**src/rtl/fsr_exc_pkg.sv**
```systemverilog
package fsr_exc_pkg;
  localparam int unsigned NFLAG    = 5;
  localparam int unsigned CUR_LSB  = 0;
  localparam int unsigned ACC_LSB  = 5;
  localparam int unsigned TT_LSB   = 14;
  localparam int unsigned TT_W     = 3;
  localparam int unsigned EN_LSB   = 23;
  localparam logic [TT_W-1:0] TT_IEEE = 3'd1;
  typedef logic [NFLAG-1:0] exc_flags_t;
endpackage

```
**src/rtl/fsr_exc_filter.sv**
```systemverilog
module fsr_exc_filter
  import fsr_exc_pkg::*;
#(
  parameter int unsigned NF = NFLAG
) (
  input  logic [NF-1:0] flags_i,
  input  logic [NF-1:0] enable_i,
  output logic          trap_o,
  output logic [NF-1:0] rec_o
);
  logic [NF-1:0] hit;
  logic [NF-1:0] keep;

  assign hit    = flags_i & enable_i;
  assign trap_o = |hit;

  // Higher bit index means higher priority.
  genvar i;
  generate
    for (i = 0; i < NF; i++) begin : g_pri
      if (i == NF - 1) begin : g_top
        assign keep[i] = hit[i];
      end else begin : g_low
        assign keep[i] = hit[i] & ~(|hit[NF-1:i+1]);
      end
    end
  endgenerate

  assign rec_o = trap_o ? keep : flags_i;
endmodule

```
**src/rtl/fsr_field_merge.sv**
```systemverilog
module fsr_field_merge
  import fsr_exc_pkg::*;
#(
  parameter int unsigned REG_W = 32,
  parameter int unsigned NF    = NFLAG
) (
  input  logic [REG_W-1:0] cur_i,
  input  logic [NF-1:0]    rec_i,
  input  logic             trap_i,
  output logic [REG_W-1:0] nxt_o
);
  always_comb begin
    nxt_o = cur_i;
    nxt_o[CUR_LSB +: NF] = rec_i;
    if (trap_i) begin
      nxt_o[TT_LSB +: TT_W] = TT_IEEE;
    end else begin
      nxt_o[ACC_LSB +: NF]  = cur_i[ACC_LSB +: NF] | rec_i;
      nxt_o[TT_LSB +: TT_W] = '0;
    end
  end
endmodule

```
**src/rtl/fsr_exc_recorder.sv**
```systemverilog
module fsr_exc_recorder
  import fsr_exc_pkg::*;
#(
  parameter int unsigned REG_W = 32
) (
  input  logic             clk,
  input  logic             rst_n,
  input  logic             op_valid,
  output logic             op_ready,
  input  logic [NFLAG-1:0] op_flags,
  input  logic             sw_wr_en,
  input  logic [REG_W-1:0] sw_wr_data,
  output logic [REG_W-1:0] stat_q,
  output logic             trap_o,
  output logic             retire_o
);
  localparam logic [REG_W-1:0] FIELD_MASK =
      (REG_W'((1 << NFLAG) - 1) << CUR_LSB) |
      (REG_W'((1 << NFLAG) - 1) << ACC_LSB) |
      (REG_W'((1 << TT_W) - 1) << TT_LSB);
  localparam logic [REG_W-1:0] KEEP_MASK = ~FIELD_MASK;

  logic             take;
  logic             trap_c;
  logic [NFLAG-1:0] rec_c;
  logic [REG_W-1:0] merged;

  assign op_ready = ~sw_wr_en;
  assign take     = op_valid & op_ready;

  fsr_exc_filter #(.NF(NFLAG)) u_filter (
    .flags_i  (op_flags),
    .enable_i (stat_q[EN_LSB +: NFLAG]),
    .trap_o   (trap_c),
    .rec_o    (rec_c)
  );

  fsr_field_merge #(.REG_W(REG_W), .NF(NFLAG)) u_merge (
    .cur_i  (stat_q),
    .rec_i  (rec_c),
    .trap_i (trap_c),
    .nxt_o  (merged)
  );

  always_ff @(posedge clk or negedge rst_n) begin
    if (!rst_n) begin
      stat_q   <= '0;
      trap_o   <= 1'b0;
      retire_o <= 1'b0;
    end else begin
      trap_o   <= take & trap_c;
      retire_o <= take & ~trap_c;
      if (sw_wr_en) begin
        stat_q <= sw_wr_data;
      end else if (take) begin
        stat_q <= merged;
      end
    end
  end


  trap_retire_excl_chk: assert property (@(posedge clk) disable iff (!rst_n)
    $onehot0({trap_o, retire_o}));


  op_pulse_chk: assert property (@(posedge clk) disable iff (!rst_n)
    take |=> (trap_o || retire_o));


  trap_single_cur_chk: assert property (@(posedge clk) disable iff (!rst_n)
    trap_o |-> $onehot(stat_q[CUR_LSB +: NFLAG]));


  trap_accr_hold_chk: assert property (@(posedge clk) disable iff (!rst_n)
    trap_o |-> (stat_q[ACC_LSB +: NFLAG] == $past(stat_q[ACC_LSB +: NFLAG])));


  trap_type_chk: assert property (@(posedge clk) disable iff (!rst_n)
    trap_o |-> (stat_q[TT_LSB +: TT_W] == TT_IEEE));


  load_wins_chk: assert property (@(posedge clk) disable iff (!rst_n)
    sw_wr_en |=> (stat_q == $past(sw_wr_data)) && !trap_o && !retire_o);


  other_bits_chk: assert property (@(posedge clk) disable iff (!rst_n)
    take |=> ((stat_q & KEEP_MASK) == ($past(stat_q) & KEEP_MASK)));
endmodule

```
**config.mk**
```make
export PLATFORM = sky130hd
export DESIGN_NAME = fsr_exc_recorder
export DESIGN_NICKNAME = d
export VERILOG_FILES = /design/src/rtl/fsr_exc_pkg.sv /design/src/rtl/fsr_exc_filter.sv /design/src/rtl/fsr_field_merge.sv /design/src/rtl/fsr_exc_recorder.sv
export SDC_FILE = /design/constraint.sdc
export NUM_CORES = 1
export LEC_CHECK = 0
export BUFFER_PORTS_ARGS = -buffer_cell sky130_fd_sc_hd__buf_2
export CORE_MARGIN = 8
export CORE_UTILIZATION = 48
export CTS_CLUSTER_SIZE = 25
export DETAILED_ROUTE_END_ITERATION = 10
export PLACE_DENSITY = 0.79
export SYNTH_ARGS = -nofsm -noshare
export SYNTH_HDL_FRONTEND = slang
export SYNTH_HIERARCHICAL = 1
export SYNTH_SLANG_ARGS = --single-unit
```
**constraint.sdc**
```tcl
create_clock -name clk -period 1.7 [get_ports clk]
set_input_delay 0 -clock clk [delete_from_list [all_inputs] [get_ports clk]]
set_output_delay 0 -clock clk [all_outputs]
set_load 0.02 [all_outputs]
```
* Word level (Yosys, flattened, before mapping) *
Cells that the tools add are included.

word-level totals
  logic and storage cells = 32
  register bits = 34

operators by class
  multiplexer cells = 5
  reduce and logical (&&, ||, !) cells = 6
  equal/unequal tests = 1
  bitwise operators = 15

operators by type and width
  kind                                          number
  32-bit 2-to-1 mux                             1
  17-bit 2-to-1 mux                             1
  5-bit 2-to-1 mux                              2
  1-bit AND                                     7
  1-bit NOT                                     6
  5-bit AND                                     1
  5-bit bitwise OR                              1
  5-bit OR reduction                            1
  4-bit OR reduction                            1
  3-bit OR reduction                            1
  2-bit inequality test, second input constant  1
  2-bit AND reduction                           1
  2-bit nonzero test                            1
  2-bit OR reduction                            1
  1-bit 2-to-1 mux                              1

* Longest topological paths before layout *
Gate-level depths: netlist of run 1.

  depth in word-level cells = 9
  gate-level depth with buffers = 6

* Hierarchy *
The synthesis of run 1 kept the hierarchy.

by module, submodules not included
  module            area an instance (um^2)  seq. area each (um^2)  cells each  instances
  fsr_exc_recorder  1572.8                   850.8                  144         1
  fsr_field_merge   247.7                    0.0                    34          1
  fsr_exc_filter    98.8                     0.0                    14          1

* Worst setup path before layout of run 1 *
Ideal clock, no wire load.

  path type = register to register
  start point = register stat_q[25]
  end point = register stat_q[14]
  path buffers = 1
  clock period less this slack = 1.579 ns
  setup slack = 0.121 ns
  data arrival time = 1.456 ns
  cell stages (with the launch flop) = 6
  cells stage by stage = dfrtp_1 -> a222oi_1 -> nand2_1 -> buf_4 -> mux2i_1 -> o21ai_1

on the way
  longest elaborated chain between the ends = 5

ends and longest elaborated chain
  what                      RTL line                text
  start: declaration        fsr_exc_recorder.sv:13  output logic [REG_W-1:0] stat_q,
  start signal: assignment  fsr_exc_recorder.sv:54  stat_q <= sw_wr_data;
  start signal: assignment  fsr_exc_recorder.sv:56  stat_q <= merged;
  5-bit AND                 fsr_exc_filter.sv:14    assign hit = flags_i & enable_i;
  5-bit OR reduction        fsr_exc_filter.sv:15    assign trap_o = |hit;
  net trap_c                fsr_exc_recorder.sv:24  logic trap_c;
  1-bit 2-to-1 mux          fsr_field_merge.sv:15   if (trap_i) begin
  net merged[14]            fsr_exc_recorder.sv:26  logic [REG_W-1:0] merged;
  17-bit 2-to-1 mux         fsr_exc_recorder.sv:55  end else if (take) begin
  32-bit 2-to-1 mux         fsr_exc_recorder.sv:53  if (sw_wr_en) begin

The timed path passes the listed nets, and every way through them passes these cells. The select of a mux whose other input is x is not followed.
A chain may end at the register's enable or synchronous reset.

* Worst setup path after layout of run 1 *
  start point = register stat_q[25]
  end point = register stat_q[9]

on the way
  longest elaborated chain between the ends = 7
  elaborated cells on any way between the ends = 9
  those cells by class = eq/ne (1); mux (4); bitwise (2); reduce/logical (2)

ends and longest elaborated chain
  what                RTL line                text
  5-bit AND           fsr_exc_filter.sv:14
  5-bit OR reduction  fsr_exc_filter.sv:15
  5-bit 2-to-1 mux    fsr_exc_filter.sv:29    assign rec_o = trap_o ? keep : flags_i;
  net rec_c[4]        fsr_exc_recorder.sv:25  logic [NFLAG-1:0] rec_c;
  5-bit bitwise OR    fsr_field_merge.sv:18   nxt_o[ACC_LSB +: NF] = cur_i[ACC_LSB +: NF] | rec_i;
  5-bit 2-to-1 mux    fsr_field_merge.sv:15
  net merged[9]       fsr_exc_recorder.sv:26
  17-bit 2-to-1 mux   fsr_exc_recorder.sv:55
  32-bit 2-to-1 mux   fsr_exc_recorder.sv:53

The timed path passes the listed nets, and every way through them passes these cells. The select of a mux whose other input is x is not followed.

==> flow_summary.json, run 1 <==
{
  "nNetsFinal": 318,
  "initial_core_util": 0.490,
  "numCtsBuffers": 5,
  "overflow": 0,
  "whs_path_depth": 3,
  "placed_area_um2": 2110,
  "final_layout_size_suffix_gt1_frac": 0.330,
  "fin_util": 0.647,
  "skew_ns": 0.00289,
  "die_h_um": 79.2,
  "first_global_vias": 1566,
  "ioPinCount": 76,
  "antenna_cells": 0,
  "clk_path_buf_depth": 2,
  "fmax_mhz": 634,
  "drt-initial-drc-count": 72,
  "critical_path.max_fanout": 6,
  "max_slew_margin": 0.509,
  "p_clk_frac": 0.269,
  "p_int_mw": 1.47,
  "hold_path_class": "input pin to flop",
  "top_layer": "met4",
  "cts_tree": "done",
  "path_cells": "a222oi_1 -> buf_4 -> a31o_2 -> a21o_1 -> mux2i_1 -> o21ai_1",
  "syn_area_um2": 1920,
  "setup_viol": 0,
  "cpPeakStageDelay_ns": 0.44,
  "tightestPinTransition_ns": 0.737,
  "cts_max_level": 2,
  "dieArea_um2": 6280,
  "drv_cap": 0,
  "wl_met2_um": 2200,
  "dr_wl_met3_um": 308,
  "grt_max_degree": 35,
  "clock_sinks": 34,
  "first_pass_iters": 4,
  "drcViolationCount": 0,
  "r2r_cells": 6,
  "viasPerCell": 4.76,
  "finalInstanceArea_um2": 2530,
  "post-dp-hpwl_um": 3260,
  "seq_area_frac_synth": 0.443,
  "crit_arrival_ns": 1.78,
  "post-route-period-util": 0.927,
  "crit_slowest_cell": "dfrtp_2",
  "ys_seq_elements": 34,
  "routedLengthMet1_um": 2110,
  "status": "finished clean",
  "core_area_um2": 3910,
  "cp_top_family": "compound AO/OA/AOI/OAI gates",
  "ant_nets": 0,
  "fillCellCount": 341,
  "layout_min_cycle_time_ns": 1.58,
  "leakage_nw": 1.35,
  "crit_buf_inv": 1,
  "crit_path_start_kind": "flop",
  "peakVddDrop_mv": 0.544,
  "stdcell_count": 326,
  "grt_pass1_wl_um": 7740,
  "io_buffers": 75,
  "dp_cells": 286,
  "die_w_um": 79.2,
  "wl_um": 4710,
  "ys_types": 22,
  "critPathKind": "flop to flop",
  "mostFrequentLayoutCells": "buf_2, nand2_1, dlygate4sd3_1, dfrtp_1, mux2i_1",
  "grt.total_usage": 0.156,
  "antenna_found_initial": 0,
  "power.switching_uw": 640,
  "avgSynthCellArea_um2": 10.0,
  "seq_power_share": 0.454,
  "end_kind": "flop",
  "power_density_nw_per_um2": 832,
  "cp_num_cells": 6,
  "root_buffer": "clkbuf_8",
  "whs_ns": 0.172,
  "finalMaxSlewViolations": 0,
  "cts.clk_slew.worst_paths_ns": 0.06,
  "ys_warn_count": 6,
  "globalplace.congestion": 0.712,
  "switching_share": 0.303,
  "post_drt_wl_per_cell_um": 14.5,
  "final_hold_viol_count": 0,
  "synth_cells": 192,
  "vias": 1551,
  "power_frac_comb": 0.276,
  "tns_ns": 0,
  "final_common_cell": "buf_2",
  "clock_latency_ns": 0.28,
  "crit_required_ns": 1.90,
  "area_growth_syn_to_layout_pct": 32.0,
  "num_rows": 23
}
-- layer usage --
layer / vias up / GRT usage
li1: 796 / -
met5: - / 0
met3: 9 / 0.0519
met2: 51 / 0.238
met4: 0 / 0.0611
met1: 695 / 0.198
-- cell usage after synthesis --
| master | n | share of area |
|---|---|---|
| buf_6 | 1 | 0.0059 |
| a22oi_1 | 1 | 0.0039 |
| conb_1 | 1 | 0.0020 |
| buf_12 | 3 | 0.031 |
| buf_4 | 27 | 0.11 |
| a31o_2 | 1 | 0.0046 |
| o211a_1 | 2 | 0.010 |
| and2_1 | 1 | 0.0033 |
| a222oi_1 | 2 | 0.010 |
| nand2_1 | 37 | 0.072 |
| buf_2 | 5 | 0.013 |
| o21ai_1 | 28 | 0.073 |
| o21ai_0 | 4 | 0.010 |
| clkbuf_1 | 2 | 0.0039 |
| inv_1 | 1 | 0.0020 |
| dfrtp_1 | 34 | 0.44 |
| and3_1 | 2 | 0.0065 |
| mux2i_1 | 32 | 0.17 |
| nor3b_1 | 1 | 0.0039 |
| inv_2 | 1 | 0.0020 |
| o2111a_1 | 1 | 0.0059 |
| a21o_1 | 5 | 0.020 |
-- sequential cells by signal, indices dropped and copies added (netlist names) --
signal    cells
retire_o      1
trap_o        1
stat_q       32
-- power groups by stage --
stage               sequential, mW  combinational [mW]  clock (mW)
global route                 0.972               0.640       0.634
detailed placement           0.971               0.524           0
CTS                          0.958               0.582       0.599
global placement             0.968               0.516           0
finish                       0.958               0.582       0.568
floorplan                     1.07               0.312           0
-- metrics by stage --
| stage | power (mW) | setup slack (ns) |
|---|---|---|
| floorplan | 1.38 | 0.121 |
| global placement | 1.48 | 0.206 |
| detailed placement | 1.49 | 0.160 |
| CTS | 2.14 | 0.136 |
| global route | 2.25 | -0.000694 |
| finish | 2.11 | 0.124 |
-- layout make-up --
class | count | area [um2] | area share
sequential | 34 | 852 | 0.336
timing repair buffer | 115 | 771 | 0.304
multi-input combinational | 119 | 758 | 0.299
clock buffer | 6 | 82.6 | 0.0326
tap | 50 | 62.6 | 0.0247
inverter | 2 | 7.51 | 0.00296
-- worst paths after layout --
| kind | from | to | slack [ns] |
|---|---|---|---|
| worst max register to register | stat_q[25]$_DFFE_PN0P_ | stat_q[9]$_DFFE_PN0P_ | 0.12 |
| worst min-delay path | sw_wr_en | stat_q[1]$_DFFE_PN0P_ | 0.17 |
| worst min register to register | stat_q[1]$_DFFE_PN0P_ | stat_q[1]$_DFFE_PN0P_ | 0.56 |
| max in group asynchronous | rst_n | stat_q[25]$_DFFE_PN0P_ | 0.85 |
| min in group asynchronous | rst_n | stat_q[24]$_DFFE_PN0P_ | 0.35 |
| worst max-delay path | stat_q[25]$_DFFE_PN0P_ | stat_q[9]$_DFFE_PN0P_ | 0.12 |
-- kinds of logic after synthesis --
logic type,after synthesis,share of synthesized area
and+or+nand+nor,41,0.0861
DFF,34,0.443
AOI/OAI and AO/OA,44,0.138
muxes,32,0.167
other,1,0.00195
buffers and inverters,40,0.164
-- what timing repair did --
action	in CTS	in global routing
buffers inserted	0	1
hold endpoints to repair	66	0
hold buffers	33	0
endpoints found under the setup margin	0	1
resized for setup	0	1
-- tightest hold or removal path, cell delays in order --
cell and delay (ns):
buf_2 0.25, nand2_1 0.10, o21ai_1 0.05
Power figures use the tool's default switching activity.
==> run 2, diff against run 1 <==
CELL_PAD_IN_SITES_DETAIL_PLACEMENT = 1   (was not set)
CELL_PAD_IN_SITES_GLOBAL_PLACEMENT = 1   (was not set)
CORE_UTILIZATION = 36   (was 48)
PLACE_DENSITY = 0.8   (was 0.79)
==> flow_summary.json, run 2 (synthesis gave the netlist of run 1 again) <==
{
  "power.switching_uw": 684,
  "final_layout_size_suffix_gt1_frac": 0.326,
  "max_slew_margin": 0.470,
  "critPathLaunch": "stat_q[25]$_DFFE_PN0P_",
  "die_h_um": 89.0,
  "status": "finished clean",
  "dieArea_um2": 7920,
  "first_global_vias": 1831,
  "io_buffers": 75,
  "hold_path_class": "input pin to flop",
  "placed_area_um2": 2120,
  "root_buffer": "clkbuf_8",
  "globalplace.congestion": 0.763,
  "r2r_slack_ns": 0.08,
  "largest_register_ffs": 32,
  "clock_latency_ns": 0.28,
  "seq_power_share": 0.445,
  "rr_endpoint": "stat_q[6]$_DFFE_PN0P_",
  "regMostFlops": "stat_q",
  "numCtsBuffers": 5,
  "cts_max_level": 2,
  "final_hold_viol_count": 0,
  "cts-resized-gates": 0,
  "fillCellCount": 614,
  "layout_min_cycle_time_ns": 1.62,
  "fmax_mhz": 615,
  "drcViolationCount": 0,
  "cts_tree": "done",
  "leakage_nw": 1.35,
  "wl_um": 5690,
  "critPathKind": "flop to flop",
  "fin_util": 0.498,
  "core_area_um2": 5140,
  "finalInstanceArea_um2": 2560,
  "end_kind": "flop",
  "final_common_cell": "buf_2",
  "viasPerCell": 4.78,
  "ioPinCount": 76,
  "num_rows": 26,
  "critical_path.max_fanout": 4,
  "initial_core_util": 0.373,
  "p_int_mw": 1.47,
  "mostFrequentLayoutCells": "buf_2, nand2_1, dfrtp_1, dlygate4sd3_1, mux2i_1",
  "skew_ns": 0.00194,
  "grt.total_usage": 0.156,
  "clock_sinks": 34,
  "die_w_um": 89.0,
  "antenna_found_initial": 1,
  "power_density_nw_per_um2": 843,
  "crit_path_start_kind": "flop",
  "whs_ns": 0.142,
  "tightestPinTransition_ns": 0.796,
  "ant_nets": 0,
  "finalMaxSlewViolations": 0,
  "peakVddDrop_mv": 0.491,
  "first_pass_iters": 4,
  "vias": 1660,
  "nNetsFinal": 318,
  "post-dp-hpwl_um": 3560,
  "grt_pass1_wl_um": 9350,
  "post-route-period-util": 0.956,
  "switching_share": 0.317,
  "p_clk_frac": 0.274,
  "crit_arrival_ns": 1.82,
  "crit_required_ns": 1.90,
  "reg_top3": "stat_q: 32 flops, retire_o: 1 flops, trap_o: 1 flops",
  "cts.clk_slew.worst_paths_ns": 0.07,
  "clk_path_buf_depth": 2,
  "multi_input_area_um2": 758,
  "setup_viol": 0,
  "r2r_cells": 6,
  "post_drt_wl_per_cell_um": 16.4,
  "drv_cap": 0,
  "endpoint": "stat_q[6]$_DFFE_PN0P_",
  "power_frac_comb": 0.281,
  "drt-initial-drc-count": 75,
  "grt_max_degree": 35,
  "reg2reg_from": "stat_q[25]$_DFFE_PN0P_",
  "overflow": 0,
  "final-seq-area_um2": 851,
  "area_growth_syn_to_layout_pct": 33.4
}
==> run 2: cell types whose count changed in the layout (fill, tap and decap cells not counted) <==
cell	delta
dfrtp_2	-1
dfrtp_1	+1
diode_2	+1
==> run 2: layer usage <==
metal / track usage / wire [um]
met3: 0.0496 / 320
met5: 0 / 0
met4: 0.0755 / 181
met1: 0.173 / 2400
met2: 0.263 / 2790
==> run 2: how the worst min path moves through the flow <==
| stage | startpoint | to | slack, ns | cells after the start |
|---|---|---|---|---|
| floorplan | rst_n | retire_o$_DFF_PN0_ | -0.30 | 0 |
| global placement | rst_n | stat_q[28]$_DFFE_PN0P_ | 0.13 | 1 |
| detailed placement | rst_n | stat_q[29]$_DFFE_PN0P_ | 0.13 | 1 |
| CTS | sw_wr_en | stat_q[27]$_DFFE_PN0P_ | 0.13 | 3 |
| global route | sw_wr_en | stat_q[22]$_DFFE_PN0P_ | 0.16 | 3 |
| finish | sw_wr_en | stat_q[22]$_DFFE_PN0P_ | 0.14 | 3 |
==> run 2: stage by stage <==
| stage | total power, mW | worst slack, ns | TNS, ns | cells |
|---|---|---|---|---|
| after floorplan | 1.38 | 0.121 | 0 | 193 |
| after global routing | 2.29 | -0.0311 | -0.0358 | 347 |
| after CTS | 2.16 | 0.119 | 0 | 343 |
| final | 2.16 | 0.0752 | 0 | 347 |
| after global placement | 1.49 | 0.201 | 0 | 304 |
| after detailed placement | 1.50 | 0.150 | 0 | 304 |
==> run 2: cell type report <==
cell class | count | share of cell area
diodes | 1 | 0.000978
clock buffers | 6 | 0.0323
inverters | 2 | 0.00293
multi-input cells | 119 | 0.296
flip-flops and latches | 34 | 0.332
well taps | 70 | 0.0342
repair buffers | 115 | 0.301
==> run 2: repair_timing <==
action                                  4_1_cts  5_1_grt
hold buffers                                 33        0
endpoints found under the hold margin        66        0
endpoints found under the setup margin        0        5
setup buffers                                 0        3
==> run 2: critical path, stage by stage, from the launching register on <==
cell and delay (ns):
dfrtp_1 0.41, a222oi_1 0.41, buf_4 0.19, o211a_1 0.19
a21o_1 0.12, mux2i_1 0.06, o21ai_1 0.16
==> run 2: power groups by stage <==
stage                     clock (mW)  combinational (mW)  sequential, mW
after floorplan                    0               0.312            1.07
after global placement             0               0.520           0.968
after detailed placement           0               0.532           0.972
after CTS                      0.617               0.589           0.958
after global routing           0.651               0.665           0.973
final                          0.592               0.606           0.959
